==> config.mk <==
export PLATFORM = sky130hd
export DESIGN_NAME = cpu_reset_sequencer
export DESIGN_NICKNAME = d
export VERILOG_FILES = /design/src/rtl/rsq_pkg.sv /design/src/rtl/rsq_fsm.sv /design/src/rtl/rsq_strap_latch.sv /design/src/rtl/rsq_proto_decode.sv /design/src/rtl/cpu_reset_sequencer.sv
export SDC_FILE = /design/constraint.sdc
export NUM_CORES = 1
export LEC_CHECK = 0
export BUFFER_PORTS_ARGS = -buffer_cell sky130_fd_sc_hd__buf_2
export CORE_UTILIZATION = 53
export DETAILED_ROUTE_END_ITERATION = 16
export PLACE_DENSITY = 0.77
export SYNTH_ARGS = -nofsm -noshare
export SYNTH_HDL_FRONTEND = slang
export SYNTH_SLANG_ARGS = --single-unit
==> constraint.sdc <==
create_clock -name clk -period 2.5 [get_ports clk]
set_input_delay 0.625 -clock clk [delete_from_list [all_inputs] [get_ports clk]]
set_output_delay 0.625 -clock clk [all_outputs]
set_load 0.1 [all_outputs]
==> src/rtl/rsq_pkg.sv <==
package rsq_pkg;
  localparam int DIV_W = 3;

  typedef enum logic [1:0] {
    ST_COLD = 2'd0,
    ST_WARM = 2'd1,
    ST_RUN  = 2'd2
  } seq_state_e;

  typedef enum logic [2:0] {
    PR_LEGACY64 = 3'd0,
    PR_NATIVE32 = 3'd1,
    PR_DWBLOCK  = 3'd2,
    PR_OOO      = 3'd3,
    PR_INVALID  = 3'd7
  } proto_e;

  typedef struct packed {
    logic             inorder;
    logic             dw_off;
    logic             vo_hold;
    logic             bus64;
    logic             big_end;
    logic             tmr_irq;
    logic [DIV_W-1:0] div;
  } strap_t;
endpackage

==> src/rtl/rsq_fsm.sv <==
module rsq_fsm #(
  parameter int COLD_HOLD = 65536,
  parameter int WARM_HOLD = 16
) (
  input  logic clk,
  input  logic rst,
  input  logic pwr_ok,
  input  logic cold_req,
  input  logic warm_req,
  output logic capture,
  output logic cold_n,
  output logic warm_n,
  output logic ready
);
  import rsq_pkg::*;

  localparam int MAXH = (COLD_HOLD > WARM_HOLD) ? COLD_HOLD : WARM_HOLD;
  localparam int CNT_W = $clog2(MAXH + 1);
  localparam logic [CNT_W-1:0] COLD_LAST = CNT_W'(COLD_HOLD - 1);
  localparam logic [CNT_W-1:0] WARM_LAST = CNT_W'(WARM_HOLD - 1);

  seq_state_e       state;
  logic [CNT_W-1:0] cnt;

  // a restart point: every one of these begins a fresh cold hold
  assign capture = rst | ~pwr_ok | ((state == ST_RUN) & cold_req);

  always_ff @(posedge clk) begin
    if (capture) begin
      state  <= ST_COLD;
      cnt    <= '0;
      cold_n <= 1'b0;
      warm_n <= 1'b0;
      ready  <= 1'b0;
    end else begin
      case (state)
        ST_COLD: begin
          if (cnt == COLD_LAST) begin
            state  <= ST_WARM;
            cnt    <= '0;
            cold_n <= 1'b1;
          end else begin
            cnt <= cnt + 1'b1;
          end
        end
        ST_WARM: begin
          if (cnt == WARM_LAST) begin
            state  <= ST_RUN;
            cnt    <= '0;
            warm_n <= 1'b1;
          end else begin
            cnt <= cnt + 1'b1;
          end
        end
        ST_RUN: begin
          if (warm_req) begin
            state  <= ST_WARM;
            cnt    <= '0;
            warm_n <= 1'b0;
            ready  <= 1'b0;
          end else begin
            ready <= 1'b1;
          end
        end
        default: begin
          state <= ST_COLD;
          cnt   <= '0;
        end
      endcase
    end
  end
endmodule

==> src/rtl/rsq_strap_latch.sv <==
module rsq_strap_latch (
  input  logic            clk,
  input  logic            capture,
  input  rsq_pkg::strap_t cfg,
  output rsq_pkg::strap_t held
);
  always_ff @(posedge clk) begin
    if (capture) held <= cfg;
  end
endmodule

==> src/rtl/rsq_proto_decode.sv <==
module rsq_proto_decode (
  input  logic                       clk,
  input  logic                       rst,
  input  rsq_pkg::strap_t            s,
  output logic [2:0]                 proto,
  output logic                       err,
  output logic [rsq_pkg::DIV_W:0]    div_x2
);
  import rsq_pkg::*;

  proto_e           p_nx;
  logic [DIV_W:0]   d_nx;

  always_comb begin
    if (!s.inorder) begin
      p_nx = PR_OOO;
    end else begin
      case ({s.dw_off, s.vo_hold, s.bus64})
        3'b111:  p_nx = PR_LEGACY64;
        3'b110:  p_nx = PR_NATIVE32;
        3'b000:  p_nx = PR_DWBLOCK;
        default: p_nx = PR_INVALID;
      endcase
    end
    d_nx = {1'b0, s.div} + (DIV_W+1)'(4);
  end

  always_ff @(posedge clk) begin
    if (rst) begin
      proto  <= 3'(PR_INVALID);
      err    <= 1'b0;
      div_x2 <= '0;
    end else begin
      proto  <= 3'(p_nx);
      err    <= (p_nx == PR_INVALID);
      div_x2 <= d_nx;
    end
  end
endmodule

==> src/rtl/cpu_reset_sequencer.sv <==
module cpu_reset_sequencer #(
  parameter int COLD_HOLD = 65536,
  parameter int WARM_HOLD = 16
) (
  input  logic       clk,
  input  logic       rst,
  input  logic       pwr_ok,
  input  logic       cold_req,
  input  logic       warm_req,
  input  logic       cfg_bus64,
  input  logic       cfg_big_end,
  input  logic       cfg_tmr_irq,
  input  logic       cfg_vo_hold,
  input  logic       cfg_dw_off,
  input  logic       cfg_inorder,
  input  logic [2:0] cfg_div,
  output logic       cold_rst_n,
  output logic       warm_rst_n,
  output logic       ready,
  output logic       strap_bus64,
  output logic       strap_big_end,
  output logic       strap_tmr_irq,
  output logic       strap_vo_hold,
  output logic       strap_dw_off,
  output logic       strap_inorder,
  output logic [2:0] strap_div,
  output logic [2:0] proto,
  output logic       cfg_err,
  output logic [3:0] div_x2
);
  import rsq_pkg::*;

  logic   capture;
  strap_t cfg_s;
  strap_t held_s;

  assign cfg_s = '{inorder: cfg_inorder, dw_off: cfg_dw_off, vo_hold: cfg_vo_hold,
                   bus64: cfg_bus64, big_end: cfg_big_end, tmr_irq: cfg_tmr_irq,
                   div: cfg_div};

  rsq_fsm #(.COLD_HOLD(COLD_HOLD), .WARM_HOLD(WARM_HOLD)) u_fsm (
    .clk      (clk),
    .rst      (rst),
    .pwr_ok   (pwr_ok),
    .cold_req (cold_req),
    .warm_req (warm_req),
    .capture  (capture),
    .cold_n   (cold_rst_n),
    .warm_n   (warm_rst_n),
    .ready    (ready)
  );

  rsq_strap_latch u_latch (
    .clk     (clk),
    .capture (capture),
    .cfg     (cfg_s),
    .held    (held_s)
  );

  rsq_proto_decode u_dec (
    .clk    (clk),
    .rst    (rst),
    .s      (held_s),
    .proto  (proto),
    .err    (cfg_err),
    .div_x2 (div_x2)
  );

  assign strap_bus64   = held_s.bus64;
  assign strap_big_end = held_s.big_end;
  assign strap_tmr_irq = held_s.tmr_irq;
  assign strap_vo_hold = held_s.vo_hold;
  assign strap_dw_off  = held_s.dw_off;
  assign strap_inorder = held_s.inorder;
  assign strap_div     = held_s.div;
endmodule

==> flow_summary.json <==
{
  "dp_slack_ns": 0.0519,
  "hpwl_um": 2450,
  "track_usage": 0.209,
  "cts_buffer_depth": 2,
  "ys_seq_area_frac": 0.516,
  "fin_setup_tns_ns": 0,
  "min_path_type": "in2reg",
  "worst_slew_margin_rel": 0.676,
  "syn_area_um2": 1690,
  "core_um2": 3030,
  "area_delta_synth_final_pct": 14.9,
  "routed_wl_um": 3320,
  "synthFlopType": "dfxtp_1",
  "syn_inst": 185,
  "synth.ff_latch_count": 39,
  "grt_max_degree": 20,
  "finalCritPeriodShare": 0.934,
  "drc": 0,
  "synth_top_family_by_area": "simple AND/OR/NAND/NOR gates",
  "initial_core_util": 0.557,
  "die_y_um": 58.4,
  "nets": 235,
  "clock-sinks": 39,
  "die_area_um2": 3410,
  "crit_path_start_kind": "flip-flop",
  "io_buffers": 33,
  "yosys_warnings": 0,
  "hold_viol_final": 0,
  "critPathMaxFanout": 4,
  "routedWlPerCell_um": 12.6,
  "cts-hold-fix-buffers": 0,
  "min_period_ns": 2.34,
  "path_clk_slew_ns": 0.11,
  "yosysUniqueCellTypes": 39,
  "drv_slew": 0,
  "insertion_delay_ns": 0.34,
  "utilization": 0.640,
  "timing.fmax_ghz": 0.428,
  "tightest_slew_ns": 0.489,
  "p_per_area_nw_per_um2": 593,
  "synth-adder-area-share": 0.0223,
  "die_w_um": 58.4,
  "grt_setup_unrepaired": "false",
  "timing.rr.end": "u_fsm.cnt[4]",
  "firstDrtPassIters": 4,
  "vias": 1411,
  "grt_pass1_vias": 1217,
  "grt_pass1_wl_um": 5310,
  "overflow": 0,
  "cts_buffers": 5,
  "cts_tree": "built",
  "cap_violations": 0,
  "drive_gt1_frac": 0.242,
  "antenna_found_initial": 0,
  "reg2reg_depth": 13,
  "hp-start": "cfg_bus64",
  "dp_cells": 255,
  "final.setup.worst_slack_ns": 0.165,
  "synth-edff-count": 9,
  "gp_congestion": 0.864,
  "whs_ns": 0.450,
  "syn_avg_cell_area_um2": 9.12,
  "worstPathRequired_ns": 2.72,
  "final_cells": 263,
  "synthMuxAreaShare": 0,
  "outcome": "finished, final reports clean",
  "ant_nets": 0,
  "setup_viol": 0,
  "synth_fp_nets": 202,
  "synth_compound_area_frac": 0.111,
  "ctsHtreeMaxLevel": 2,
  "crit_type": "reg2reg",
  "arrival_ns": 2.55,
  "viasPerCell": 5.37,
  "pin_count": 34,
  "peakVddDrop_mv": 0.388,
  "r2r_slack_ns": 0.16,
  "drtIter0Drc": 58,
  "worstHoldEndpoint": "u_latch.held[5]",
  "num_antenna_cells": 0,
  "async_flop_share": 0,
  "yosys.area_share.simple": 0.257,
  "worst_clock_skew_ns": 0.00512,
  "cp-end-kind": "flip-flop",
  "r2r_start": "u_fsm.cnt[1]",
  "cts_root_buf": "clkbuf_4",
  "rows": 20,
  "synth_xor_area_frac": 0.0467,
  "power_leakage_uw": 0.000725,
  "min_path_cells": 1
}
-- layout make-up --
cell class / instances / area, um^2
fill: 266 / 1090
sequential: 39 / 872
multi-input combinational: 129 / 747
timing repair buffer: 36 / 188
tap: 44 / 55.1
clock buffer: 7 / 45.0
inverter: 7 / 26.3
clock inverter: 1 / 5.00
-- state kept, by name, indices dropped and copies added (netlist names) --
name and count:
u_fsm.ready 1, u_fsm.cold_n 1, u_fsm.state 2, u_latch.held 9
u_dec.div_x2 4, u_dec.err 1, u_fsm.cnt 17, u_fsm.warm_n 1
u_dec.proto 3
-- critical path, stage by stage (launching register included) --
cell,delay (ns)
dfxtp_1,0.40
ha_2,0.23
and3_1,0.20
nand3_1,0.11
nor3_1,0.20
nand4_1,0.16
inv_1,0.09
ha_1,0.13
nor2b_2,0.17
or2_4,0.15
buf_4,0.12
nor2_1,0.03
o21ai_0,0.14
a21oi_1,0.08
-- metal layers --
layer  track usage  routed length (um)
met5             0                   0
met4        0.0850                  44
met3        0.0615                 201
met2         0.343                1590
met1         0.257                1490
-- how the worst max path moves through the flow --
stage,depth (start not counted),from,slack [ns],endpoint
after floorplan,12,u_fsm.cnt[0],0.19,u_fsm.cnt[7]
after global placement,12,u_fsm.cnt[0],0.19,u_fsm.cnt[10]
after detailed placement,12,u_fsm.cnt[0],0.05,u_fsm.cnt[12]
after CTS,12,u_fsm.cnt[0],0.02,u_fsm.cnt[11]
after global routing,13,u_fsm.cnt[1],0.03,u_fsm.cnt[4]
final,13,u_fsm.cnt[1],0.16,u_fsm.cnt[4]
-- synth_stat cells (2+ instances only) --
cell type | number | area, um^2
xnor2_1 | 7 | 61.3
inv_1 | 7 | 26.3
nand2_1 | 22 | 82.6
nand2b_1 | 2 | 12.5
buf_4 | 3 | 22.5
a21oi_1 | 6 | 30.0
and3_1 | 2 | 12.5
nor2_1 | 21 | 78.8
buf_2 | 3 | 15.0
dfxtp_1 | 30 | 601
nor3_1 | 9 | 45.0
a22oi_1 | 2 | 15.0
or4_1 | 2 | 15.0
ha_1 | 3 | 37.5
or2_2 | 2 | 12.5
nor2b_1 | 6 | 37.5
nand4_1 | 5 | 31.3
nand3_1 | 9 | 45.0
clkbuf_1 | 4 | 15.0
o21ai_1 | 10 | 50.1
o21ai_0 | 2 | 10.0
o21a_1 | 2 | 15.0
edfxtp_1 | 9 | 270
xor2_1 | 2 | 17.5
-- what timing repair did --
action                                  in CTS  in global routing
endpoints found under the hold margin        0                  0
buffers inserted                             0                  0
endpoints found under the setup margin       0                 15
gates resized for setup                      0                  5
-- power by group --
group,internal [uW],switching [uW],leakage [uW]
logic,27.2,150,0.000360
clock network,110,191,0.0000293
registers,664,8.19,0.000336
total,801,349,0.000725
-- logic make-up after synthesis --
group                      after synthesis
AOI/OAI and AO/OA                       30
xor gates and xnor gates                 9
adders and majority gates                3
buffers and inverters                   17
DFF                                     39
and+or+nand+nor                         87
-- cells in the final DEF (no fill, tap or decap), types with 3 or more instances in the layout --
cell type / synthesis / final
a21oi_1: 6 / 6
buf_2: 3 / 33
buf_4: 3 / 3
clkbuf_4: 0 / 5
dfxtp_1: 30 / 29
edfxtp_1: 9 / 9
inv_1: 7 / 7
nand2_1: 22 / 22
nand3_1: 9 / 9
nand4_1: 5 / 5
nor2_1: 21 / 20
nor2b_1: 6 / 5
nor3_1: 9 / 9
o21ai_1: 10 / 10
xnor2_1: 7 / 7
-- stage by stage --
step | power [uW] | area, um^2
detailed placement | 864 | 1880
global route | 1190 | 1940
CTS | 1160 | 1930
floorplan | 835 | 1690
finish | 1150 | 1940
global placement | 860 | 1880
(Power assumes the default switching activity.)
